$ cat config.mk
export PLATFORM = sky130hd
export DESIGN_NAME = wsb_top
export DESIGN_NICKNAME = d
export VERILOG_FILES = /design/src/rtl/wsb_pkg.sv /design/src/rtl/wsb_slot.sv /design/src/rtl/wsb_order.sv /design/src/rtl/wsb_pick.sv /design/src/rtl/wsb_top.sv
export SDC_FILE = /design/constraint.sdc
export NUM_CORES = 2
export LEC_CHECK = 0
export BUFFER_PORTS_ARGS = -buffer_cell sky130_fd_sc_hd__buf_2
export CORE_ASPECT_RATIO = 2
export CORE_MARGIN = 2
export CORE_UTILIZATION = 60
export CTS_BUF_LIST = sky130_fd_sc_hd__clkbuf_8
export DETAILED_ROUTE_END_ITERATION = 7
export PLACE_DENSITY = 0.88
export REMOVE_ABC_BUFFERS = 1
export SYNTH_ARGS = -nofsm -noshare
export SYNTH_HDL_FRONTEND = slang
export SYNTH_SLANG_ARGS = --single-unit
$ cat constraint.sdc
create_clock -name clk -period 13.4 [get_ports clk]
set_input_delay 0 -clock clk [delete_from_list [all_inputs] [get_ports clk]]
set_output_delay 0 -clock clk [all_outputs]
set_load 0.02 [all_outputs]
$ cat src/rtl/wsb_pkg.sv
package wsb_pkg;

  typedef enum logic [1:0] {
    KIND_NORMAL = 2'b00,
    KIND_DEVICE = 2'b01,
    KIND_STRONG = 2'b10,
    KIND_STRONG_B = 2'b11
  } mem_kind_e;

  // Only ordinary memory may be parked in a slot.
  function automatic logic kind_parkable(input logic [1:0] kind);
    return kind == KIND_NORMAL;
  endfunction

endpackage

$ cat src/rtl/wsb_slot.sv
module wsb_slot #(
  parameter int LINE_W     = 27,
  parameter int NBYTE      = 32,
  parameter int AGE_LIMIT  = 256,
  parameter bit TIMEOUT_EN = 1'b1
) (
  input  logic               clk,
  input  logic               rst_n,
  input  logic               alloc_en,
  input  logic               merge_en,
  input  logic               free_en,
  input  logic [LINE_W-1:0]  wr_line,
  input  logic [NBYTE*8-1:0] wr_data,
  input  logic [NBYTE-1:0]   wr_strb,
  input  logic [LINE_W-1:0]  chk_line,
  output logic               occ,
  output logic [LINE_W-1:0]  line,
  output logic [NBYTE*8-1:0] data,
  output logic [NBYTE-1:0]   strb,
  output logic               hit_wr,
  output logic               hit_chk,
  output logic               aged
);

  logic               occ_q, occ_d;
  logic [LINE_W-1:0]  line_q, line_d;
  logic [NBYTE*8-1:0] data_q, data_d;
  logic [NBYTE-1:0]   strb_q, strb_d;
  logic               load_en;

  assign load_en = alloc_en | merge_en;

  always_comb begin
    occ_d  = occ_q;
    line_d = line_q;
    data_d = data_q;
    strb_d = strb_q;
    if (alloc_en) begin
      occ_d  = 1'b1;
      line_d = wr_line;
      data_d = wr_data;
      strb_d = wr_strb;
    end else if (merge_en) begin
      for (int b = 0; b < NBYTE; b++) begin
        if (wr_strb[b]) data_d[b*8 +: 8] = wr_data[b*8 +: 8];
      end
      strb_d = strb_q | wr_strb;
    end
    if (free_en) occ_d = 1'b0;
  end

  always_ff @(posedge clk or negedge rst_n) begin
    if (!rst_n) occ_q <= 1'b0;
    else        occ_q <= occ_d;
  end

  always_ff @(posedge clk) begin
    if (load_en) begin
      line_q <= line_d;
      data_q <= data_d;
      strb_q <= strb_d;
    end
  end

  generate
    if (TIMEOUT_EN) begin : g_age
      localparam int AGE_W = $clog2(AGE_LIMIT + 1);
      localparam logic [AGE_W-1:0] AGE_MAX = AGE_W'(AGE_LIMIT);
      logic [AGE_W-1:0] age_q, age_d;

      always_comb begin
        age_d = age_q;
        if (alloc_en)                          age_d = '0;
        else if (occ_q && (age_q != AGE_MAX))  age_d = age_q + 1'b1;
      end

      always_ff @(posedge clk or negedge rst_n) begin
        if (!rst_n) age_q <= '0;
        else        age_q <= age_d;
      end

      assign aged = occ_q && (age_q == AGE_MAX);
    end else begin : g_no_age
      assign aged = 1'b0;
    end
  endgenerate

  assign occ     = occ_q;
  assign line    = line_q;
  assign data    = data_q;
  assign strb    = strb_q;
  assign hit_wr  = occ_q && (line_q == wr_line);
  assign hit_chk = occ_q && (line_q == chk_line);

endmodule

$ cat src/rtl/wsb_order.sv
module wsb_order #(
  parameter int NSLOT = 4,
  parameter int IDX_W = 2,
  parameter int CNT_W = 3
) (
  input  logic             clk,
  input  logic             rst_n,
  input  logic             push,
  input  logic [IDX_W-1:0] push_idx,
  input  logic             pop,
  output logic [IDX_W-1:0] head_idx,
  output logic [CNT_W-1:0] count
);

  logic [IDX_W-1:0] q_q [NSLOT];
  logic [IDX_W-1:0] q_d [NSLOT];
  logic [CNT_W-1:0] cnt_q, cnt_d;
  logic             q_en;

  assign q_en = push | pop;

  always_comb begin
    int tail;
    tail = int'(cnt_q);
    for (int i = 0; i < NSLOT; i++) q_d[i] = q_q[i];
    if (pop) begin
      for (int i = 0; i < NSLOT - 1; i++) q_d[i] = q_q[i+1];
      tail = tail - 1;
    end
    if (push) begin
      for (int i = 0; i < NSLOT; i++) begin
        if (i == tail) q_d[i] = push_idx;
      end
    end
    cnt_d = cnt_q + CNT_W'(push) - CNT_W'(pop);
  end

  always_ff @(posedge clk or negedge rst_n) begin
    if (!rst_n) cnt_q <= '0;
    else        cnt_q <= cnt_d;
  end

  always_ff @(posedge clk) begin
    if (q_en) q_q <= q_d;
  end

  assign head_idx = q_q[0];
  assign count    = cnt_q;

endmodule

$ cat src/rtl/wsb_pick.sv
module wsb_pick #(
  parameter int NSLOT = 4,
  parameter int IDX_W = 2
) (
  input  logic [NSLOT-1:0] occ,
  input  logic [NSLOT-1:0] hit,
  output logic [IDX_W-1:0] free_idx,
  output logic [IDX_W-1:0] hit_idx,
  output logic             any_hit
);

  always_comb begin
    free_idx = '0;
    hit_idx  = '0;
    any_hit  = 1'b0;
    for (int i = NSLOT - 1; i >= 0; i--) begin
      if (!occ[i]) free_idx = IDX_W'(i);
      if (hit[i]) begin
        hit_idx = IDX_W'(i);
        any_hit = 1'b1;
      end
    end
  end

endmodule

$ cat src/rtl/wsb_top.sv
module wsb_top #(
  parameter int NSLOT      = 4,
  parameter int ADDR_W     = 32,
  parameter int LINE_BYTES = 32,
  parameter int AGE_LIMIT  = 256,
  parameter bit TIMEOUT_EN = 1'b1,
  localparam int OFF_W     = $clog2(LINE_BYTES),
  localparam int LINE_W    = ADDR_W - OFF_W,
  localparam int DW        = LINE_BYTES * 8
) (
  input  logic              clk,
  input  logic              rst_n,
  input  logic              in_valid,
  output logic              in_ready,
  input  logic [ADDR_W-1:0] in_addr,
  input  logic [DW-1:0]     in_data,
  input  logic [LINE_BYTES-1:0] in_strb,
  input  logic [1:0]        in_attr,
  output logic              out_valid,
  input  logic              out_ready,
  output logic [ADDR_W-1:0] out_addr,
  output logic [DW-1:0]     out_data,
  output logic [LINE_BYTES-1:0] out_strb,
  input  logic              sync_req,
  output logic              sync_done,
  input  logic [LINE_W-1:0] chk_line,
  output logic              chk_hit
);
  import wsb_pkg::*;

  localparam int IDX_W = (NSLOT > 1) ? $clog2(NSLOT) : 1;
  localparam int CNT_W = $clog2(NSLOT + 1);
  localparam logic [CNT_W-1:0] FULL_CNT = CNT_W'(NSLOT);

  logic [LINE_W-1:0]     in_line;
  logic [NSLOT-1:0]      occ_v, hit_v, chk_v, aged_v;
  logic [NSLOT-1:0]      alloc_v, merge_v, free_v;
  logic [LINE_W-1:0]     line_a [NSLOT];
  logic [DW-1:0]         data_a [NSLOT];
  logic [LINE_BYTES-1:0] strb_a [NSLOT];

  logic [IDX_W-1:0] free_idx, hit_idx, head_idx;
  logic             any_hit;
  logic [CNT_W-1:0] occ_cnt;

  logic buf_empty, buf_full, parkable;
  logic full_miss, bypass_wait, bypass_go, drain_req;
  logic merge_blk, accept, do_alloc, do_merge, do_pop;
  logic offer_q, offer_d;
  logic sync_busy_q, sync_busy_d;

  assign in_line  = in_addr[ADDR_W-1:OFF_W];
  assign parkable = kind_parkable(in_attr);

  // ---------------- slot storage ----------------
  generate
    for (genvar s = 0; s < NSLOT; s++) begin : g_slot
      assign alloc_v[s] = do_alloc && (free_idx == IDX_W'(s));
      assign merge_v[s] = do_merge && (hit_idx == IDX_W'(s));
      assign free_v[s]  = do_pop && !buf_empty && (head_idx == IDX_W'(s));

      wsb_slot #(
        .LINE_W    (LINE_W),
        .NBYTE     (LINE_BYTES),
        .AGE_LIMIT (AGE_LIMIT),
        .TIMEOUT_EN(TIMEOUT_EN)
      ) u_slot (
        .clk     (clk),
        .rst_n   (rst_n),
        .alloc_en(alloc_v[s]),
        .merge_en(merge_v[s]),
        .free_en (free_v[s]),
        .wr_line (in_line),
        .wr_data (in_data),
        .wr_strb (in_strb),
        .chk_line(chk_line),
        .occ     (occ_v[s]),
        .line    (line_a[s]),
        .data    (data_a[s]),
        .strb    (strb_a[s]),
        .hit_wr  (hit_v[s]),
        .hit_chk (chk_v[s]),
        .aged    (aged_v[s])
      );
    end
  endgenerate

  wsb_pick #(.NSLOT(NSLOT), .IDX_W(IDX_W)) u_pick (
    .occ     (occ_v),
    .hit     (hit_v),
    .free_idx(free_idx),
    .hit_idx (hit_idx),
    .any_hit (any_hit)
  );

  wsb_order #(.NSLOT(NSLOT), .IDX_W(IDX_W), .CNT_W(CNT_W)) u_order (
    .clk     (clk),
    .rst_n   (rst_n),
    .push    (do_alloc),
    .push_idx(free_idx),
    .pop     (do_pop && !buf_empty),
    .head_idx(head_idx),
    .count   (occ_cnt)
  );

  // ---------------- drain decision ----------------
  assign buf_empty   = (occ_cnt == '0);
  assign buf_full    = (occ_cnt == FULL_CNT);
  assign full_miss   = in_valid && parkable && !any_hit && buf_full && !sync_busy_q;
  assign bypass_wait = in_valid && !parkable && !buf_empty && !sync_busy_q;
  assign bypass_go   = in_valid && !parkable && buf_empty && !sync_busy_q;
  assign drain_req   = !buf_empty &&
                       (aged_v[head_idx] || sync_busy_q || full_miss || bypass_wait || offer_q);

  // A slot on offer must not change under the consumer.
  assign merge_blk = drain_req && (hit_idx == head_idx);

  always_comb begin
    if (sync_busy_q)   in_ready = 1'b0;
    else if (parkable) in_ready = any_hit ? !merge_blk : !buf_full;
    else               in_ready = buf_empty && out_ready;
  end

  assign accept   = in_valid && in_ready;
  assign do_alloc = accept && parkable && !any_hit;
  assign do_merge = accept && parkable && any_hit;
  assign do_pop   = drain_req && out_ready;

  // ---------------- output mux ----------------
  always_comb begin
    out_valid = drain_req || bypass_go;
    if (buf_empty) begin
      out_addr = in_addr;
      out_data = in_data;
      out_strb = in_strb;
    end else begin
      out_addr = {line_a[head_idx], {OFF_W{1'b0}}};
      out_data = data_a[head_idx];
      out_strb = strb_a[head_idx];
    end
  end

  // ---------------- offer hold and sync tracking ----------------
  always_comb begin
    offer_d = drain_req && !out_ready;
    if (sync_busy_q) sync_busy_d = !buf_empty;
    else             sync_busy_d = sync_req;
  end

  always_ff @(posedge clk or negedge rst_n) begin
    if (!rst_n) begin
      offer_q     <= 1'b0;
      sync_busy_q <= 1'b0;
    end else begin
      offer_q     <= offer_d;
      sync_busy_q <= sync_busy_d;
    end
  end

  assign sync_done = sync_busy_q && buf_empty;
  assign chk_hit   = |chk_v;

endmodule

---- Word level (Yosys, flattened, before mapping) ----
Index checks and enable logic that the tools add are counted.
storage, ports and cells
  flip-flop bits (word level) ............. 1313
  input port bits ......................... 354
  output and inout bits ................... 324
  logic and storage cells ................. 645
operators by class
  add/subtract/negate cells ............... 7
  order comparisons ....................... 2
  eq/ne operators ......................... 30
  muxes and demuxes ....................... 101
  bitwise operators ....................... 10
  reduce and logical (&&, ||, !) cells .... 344
operators with widths
  cell                                                                    count
  256-bit 2-to-1 mux                                                      11
  256-bit binary-select mux with 2-bit select                             1
  32-bit 2-to-1 mux                                                       13
  3-bit AND reduction                                                     129
  2-bit nonzero test                                                      140
  8-bit 2-to-1 mux                                                        33
  27-bit equality test                                                    8
  32-bit bitwise OR                                                       4
  9-bit 2-to-1 mux                                                        8
  32-bit binary-select mux with 2-bit select                              1
  3-bit by 32-bit equality test with 1-bit output (first input constant)  2
  27-bit binary-select mux with 2-bit select                              1
  27-bit 2-to-1 mux                                                       2
  1-bit logical AND                                                       48
  9-bit by 1-bit adder with 9-bit output (second input constant)          4
  9-bit equality test (second input constant)                             4
  9-bit != test (second input constant)                                   4
  2-bit by 32-bit equality test with 1-bit output (first input constant)  1
  32-bit zero test                                                        1
  2-bit 2-to-1 mux                                                        12
  1-bit 2-to-1 mux                                                        17
  2-bit AND reduction                                                     8
  2-bit equality test (second input constant)                             6
  2-bit zero test                                                         4
  other kinds (16)                                                        32

---- Logic depth before layout (Yosys ltp) ----
  depth in word-level cells ............... 25
  depth in mapped cells ................... 16

---- By module ----
Synthesis repeated with hierarchy kept, for this count alone.
second synthesis, totals
  cells, all modules ...................... 3711
  area, all modules ....................... 57249.9 um^2
by module, submodules not included
  module                           times used  cells an instance  area an instance (um^2)
  wsb_slot (g_slot[2].u_slot ...)  2           547                11128.2
  wsb_top                          1           1458               12014.0
  wsb_slot (g_slot[0].u_slot)      1           549                11133.2
  wsb_slot (g_slot[1].u_slot)      1           550                11106.9
  wsb_order                        1           49                 681.9
  wsb_pick                         1           11                 57.6

---- Least setup slack after synthesis ----
No wires, ideal clock.
  kind .................................... register to register
  start point ............................. register u_order.cnt_q[1], in the netlist u_order.count[1]
  end point ............................... register g_slot[1].u_slot.strb_q[0] (enable)
  arrival time ............................ 5.801 ns
  data required time ...................... 12.889 ns
  setup slack ............................. 7.089 ns
  cell stages (with the launch flop) ...... 11
  path buffers ............................ 2
  period minus slack after synthesis ...... 6.311 ns
  path through ............................ dfrtp_1 -> inv_1 -> ha_1 -> nand2_1 -> a311o_1 -> or4_1 -> and2_1 -> o21a_1 -> buf_4 -> buf_4 -> o41ai_1
on the way
  word-level cells in the longest chain between the ends .. 18
  elaborated cells between the ends (all ways) .. 27
ends and longest elaborated chain
  what                                                              line                                            RTL
  start: declaration                                                wsb_order.sv:17                                 logic [CNT_W-1:0] cnt_q, cnt_d;
  start signal: assignment                                          wsb_order.sv:40                                 else cnt_q <= cnt_d;
  3-bit equality test or 3-bit zero test (tied branches)            wsb_top.sv:108, wsb_top.sv:107
  1-bit logical AND or 1-bit zero test (tied branches)              wsb_top.sv:109, wsb_top.sv:110, wsb_top.sv:112
  1-bit logical AND (on tied branches)                              wsb_top.sv:109, wsb_top.sv:110
  1-bit logical OR or 1-bit logical AND (tied branches)             wsb_top.sv:113, wsb_top.sv:110
  1-bit logical OR (2 in a row)                                     wsb_top.sv:113                                  (aged_v[head_idx] || sync_busy_q || full_miss || bypass_wait || offer_q);
  1-bit logical AND                                                 wsb_top.sv:112                                  assign drain_req = !buf_empty &&
  1-bit logical AND                                                 wsb_top.sv:116                                  assign merge_blk = drain_req && (hit_idx == head_idx);
  1-bit zero test                                                   wsb_top.sv:120                                  else if (parkable) in_ready = any_hit ? !merge_blk : !buf_full;
  1-bit 2-to-1 mux                                                  wsb_top.sv:120
  1-bit 2-to-1 mux *                                                wsb_top.sv:120
  1-bit 2-to-1 mux *                                                wsb_top.sv:119                                  if (sync_busy_q) in_ready = 1'b0;
  1-bit logical AND *                                               wsb_top.sv:124                                  assign accept = in_valid && in_ready;
  1-bit logical AND *                                               wsb_top.sv:125, wsb_top.sv:126
  1-bit logical AND (on tied branches)                              wsb_top.sv:126, wsb_top.sv:125
  1-bit logical AND (on tied branches)                              wsb_top.sv:59, wsb_top.sv:58
  2-bit nonzero test (no line) or 1-bit bitwise OR (tied branches)  -
  2-bit AND reduction (no line) *                                   -
  end signal: assignment                                            wsb_slot.sv:61                                  strb_q <= strb_d;
  end: declaration                                                  wsb_slot.sv:28                                  logic [NBYTE-1:0] strb_q, strb_d;
Every way passes the cells marked *; elsewhere a longest branch is shown, timed or not.
A chain may end at the register's enable or synchronous reset.

---- Final worst setup path ----
  start point ............................. register g_slot[1].u_slot.line_q[9]
  end point ............................... register g_slot[3].u_slot.data_q[255] (enable)
on the way
  word-level cells in the longest chain between the ends .. 23
  elaborated cells between the ends (all ways) .. 31
ends and longest elaborated chain
  what                                                              line                            RTL
  start: declaration                                                wsb_slot.sv:26                  logic [LINE_W-1:0] line_q, line_d;
  start signal: assignment                                          wsb_slot.sv:59                  line_q <= line_d;
  27-bit equality test *                                            wsb_slot.sv:92                  assign hit_wr = occ_q && (line_q == wr_line);
  1-bit logical AND *                                               wsb_slot.sv:92
  1-bit 2-to-1 mux (2 in a row)                                     wsb_pick.sv:18                  if (hit[i]) begin
  1-bit zero test                                                   wsb_top.sv:109, wsb_top.sv:125
  1-bit logical AND (3 in a row)                                    wsb_top.sv:109                  assign full_miss = in_valid && parkable && !any_hit && buf_full && !sync_busy_q;
  1-bit logical OR (3 in a row)                                     wsb_top.sv:113
  1-bit logical AND                                                 wsb_top.sv:112
  1-bit logical AND                                                 wsb_top.sv:116
  1-bit zero test                                                   wsb_top.sv:120
  1-bit 2-to-1 mux (2 in a row)                                     wsb_top.sv:120
  1-bit 2-to-1 mux                                                  wsb_top.sv:119
  1-bit logical AND                                                 wsb_top.sv:124
  1-bit logical AND                                                 wsb_top.sv:125, wsb_top.sv:126
  1-bit logical AND (on tied branches)                              wsb_top.sv:125, wsb_top.sv:126
  1-bit logical AND (on tied branches)                              wsb_top.sv:58, wsb_top.sv:59
  2-bit nonzero test (no line) or 1-bit bitwise OR (tied branches)  -
  3-bit AND reduction (no line) *                                   -
  end signal: assignment                                            wsb_slot.sv:60                  data_q <= data_d;
  end: declaration                                                  wsb_slot.sv:27                  logic [NBYTE*8-1:0] data_q, data_d;
Marked as above.

==> flow_summary.yaml <==
run_status:
  result_of_the_run: "finished, final reports clean"
placement:
  place.detailed.hpwl_mm: 117
  io_buffer_count: 677
  place.gp.congestion: 1.07
clock_network:
  clk_sink_count: 1313
  clk-insertion-delay-late_ps: 940
  clock_transition_time_at_the_flip_flop_clock_pins_of_the_worst_setup_and_hold_paths_ps: 70
  postCtsSetupBuffers: 0
  htreeDepth: 4
  root_buffer: "clkbuf_8"
  tritoncts_clock_tree: "built"
  cts.repair.resized: 0
  cts_bufs_inserted: 174
  cts-root-to-sink-buffers: 3
timing:
  timing.clock.skew_ps: 50.0
  clock.fmax_mhz: 150
  max_slew_margin_pct: 11.8
  worst-slew-pin-transition_ps: 1320
  rsz0062_at_grt: "no"
  drv_slew: 0
  timing.setup.tns_ps: 0
  final-setup-viol-count: 0
  hold_violations: 0
  layout_min_cycle_time_ps: 6650
  final.period_utilization_pct: 49.6
worst_setup_path:
  depth_of_the_worst_register_to_register_path: 11
  cpLargestDelayFamily: "simple AND/OR/NAND/NOR gates"
  r2r_start: "g_slot[1].u_slot.line[9]"
  timing.critical_path.slowest_stage_cell: "o21ai_0"
  critPathMaxFanout: 37
  timing.critical_path.cells: "xnor2_1 -> nand4_1 -> nor4_1 -> nand4_1 -> buf_4 -> nand2b_4 -> nor3_1 -> o21a_4 -> or2_2 -> buf_4 -> o21ai_0"
  crit_path_launch: "g_slot[1].u_slot.line[9]"
  timing_worst_setup_path_type: "reg2reg"
  worst-path-buf-inv: 2
  worst-endpoint-required_ps: 13930
  timing.critical_path.from_type: "flop"
  worst_path_largest_cell_delay_ps: 1020
  worstPathArrival_ps: 7180
  critical_path_depth: 11
  cp-end-kind: "flop"
floorplan:
  dieHeight_um: 443
  placeableCoreArea_um2: 95300
  row_count: 160
  die-width_um: 223
  design.die.area_um2: 98800
  top_level_ports: 678
  initial_util_pct: 60.5
yosys:
  synth_seq_area_share_pct: 67.9
  synth.most_common_cell: "edfxtp_1"
  synth-edff-count: 1268
  fraction_of_registers_with_async_set_reset_pct: 3.43
  synth_cell_type_count: 60
  synthesis.yosys.warnings: 0
  synthFlopType: "edfxtp_1"
  post-synth-top-area-cell: "edfxtp_1"
  ys_seq_elements: 1313
  synth_top_cell_area_share_pct: 66.0
  yosys-top-cells-area: "edfxtp_1 66%, mux4_2 12%, nand2_1 7.0%"
  gate_count_after_technology_mapping: 3749
  synth_area_um2: 57700
  synthesis.area_per_instance_um2: 15.4
  synth_common_cells: "1268 x edfxtp_1, 1074 x nand2_1, 315 x mux4_2"
drt:
  post_drt_via_cell_ratio: 6.53
  post-route-drc-count: 0
  routed-via-count: 41800
  drt-total-wl_mm: 201
  number_of_nets_still_failing_antenna_checks_after_routing: 0
  avgRoutedWirePerCell_um: 31.4
  drt_iter0_drc: 4994
  drt_pre_antenna_iters: 8
power_and_ir_drop:
  power_density_nw_per_um2: 176
  p_leak_nw: 27.1
  vdd.ir_drop.worst_v: 0.000159
grt:
  antenna_found_initial: 25
  gr-usage-all-layers_pct: 40.7
  grt_overflow: 0
  grt_pass1_vias: 44000
  grt_start_max_net_pins: 222
  grt_pass1_wl_mm: 289
layout:
  post-route-util_pct: 75.6
  n_fill_cell: 5026
  layout.nets: 5396
  final_layout_size_suffix_gt1_share_pct: 26.7
  layout-area-overhead-vs-synth_pct: 24.9
min_path:
  hold_class: "in2reg"
  min_from: "in_addr[5]"
  worstHoldPathCells: 2
flow_run:
  drv.max_cap_violation_count: 0
[cells by family (layout without fill, tap and decap cells)]
logic type,count (synthesis),after routing,synth area share [%]
xor+xnor,247,247,3.81
buf+inv,273,1687,2.03
flops,1313,1313,67.9
mux,330,330,12.6
compound gates,256,256,3.89
simple gates,1316,1316,9.45
fa+ha+maj,14,14,0.317
other cells,0,19,0
[worst paths after layout]
check                                                        to  slack, ps
worst max-delay path                 g_slot[3].u_slot.data[255]       6750
worst min-delay path                   g_slot[1].u_slot.line[0]         60
worst max register to register       g_slot[3].u_slot.data[255]       6750
worst min register to register  g_slot[2].u_slot.g_age.age_q[4]        520
max in group asynchronous       g_slot[0].u_slot.g_age.age_q[7]      12550
min in group asynchronous       g_slot[3].u_slot.g_age.age_q[2]        340
[metal layers]
metal / GRT usage [%] / wire length [µm] / vias up
met4: 33.0 / 19600 / 16
met2: 66.5 / 97100 / 3747
met5: 0 / 106 / -
met3: 11.9 / 23600 / 1071
met1: 44.2 / 60700 / 20200
li1: - / - / 16700
[flip-flops by register name, summed over array words and instances (netlist names)]
name                       cells
g_slot.u_slot.data          1024
g_slot.u_slot.g_age.age_q     36
g_slot.u_slot.line           108
g_slot.u_slot.occ              4
g_slot.u_slot.strb           128
offer_q                        1
sync_busy_q                    1
u_order.count                  3
u_order.head_idx               2
u_order.q_q                    6
[stage by stage]
step / area, µm² / setup slack, ps / hold slack, ps / cells / total power, mW
after global placement: 62200 / 7150 / 145 / 5444 / 9.08
final: 72000 / 6750 / 57.7 / 6397 / 12.7
after detailed placement: 62200 / 6980 / 158 / 5444 / 9.16
after CTS: 72000 / 6970 / 0.0762 / 6378 / 12.4
after floorplan: 56600 / -5490 / -296 / 3501 / 8.51
after global routing: 72000 / 6340 / 44.0 / 6390 / 13.0
[area by class of cell]
cell class                      count  area (µm²)  area share, %
Antenna cell                       19        47.5         0.0660
Clock buffer                      179        2460           3.42
Clock inverter                    132        1070           1.49
Inverter                           25        93.8          0.130
Multi-Input combinational cell   2163       17600           24.4
Sequential cell                  1313       39200           54.4
Tap cell                         1215        1520           2.11
Timing Repair Buffer             1351       10000           13.9
[timing repair]
action / CTS / global route
hold buffers: 623 / 0
endpoints found under the hold margin: 2330 / 0
endpoints found under the setup margin: 0 / 0
[cells in the final DEF (no fill, tap or decap), drive strengths merged, types with 18 or more instances in the layout]
cell,count
edfxtp,1268
nand2,1074
buf,728
dlygate4sd3,623
mux4,315
clkbuf,179
a21o,129
xnor2,125
xor2,122
nand4,76
inv,71
o41ai,66
clkinv,62
nor2,50
nor4,45
dfrtp,45
o21ai,33
diode,19
nand3,18
[worst register-to-register path, stage by stage (launching register included)]
cell	delay [ps]
edfxtp_1	440
xnor2_1	550
nand4_1	210
nor4_1	770
nand4_1	190
buf_4	480
nand2b_4	960
nor3_1	180
o21a_4	390
or2_2	620
buf_4	420
o21ai_0	1060
[where the power goes]
part	switching [mW]	leakage [nW]	internal [mW]
clock network	1.59	1.94	1.59
registers	0.101	11.9	4.61
logic	3.14	13.3	1.66
Note: power is estimated with default switching activity, not from simulation.
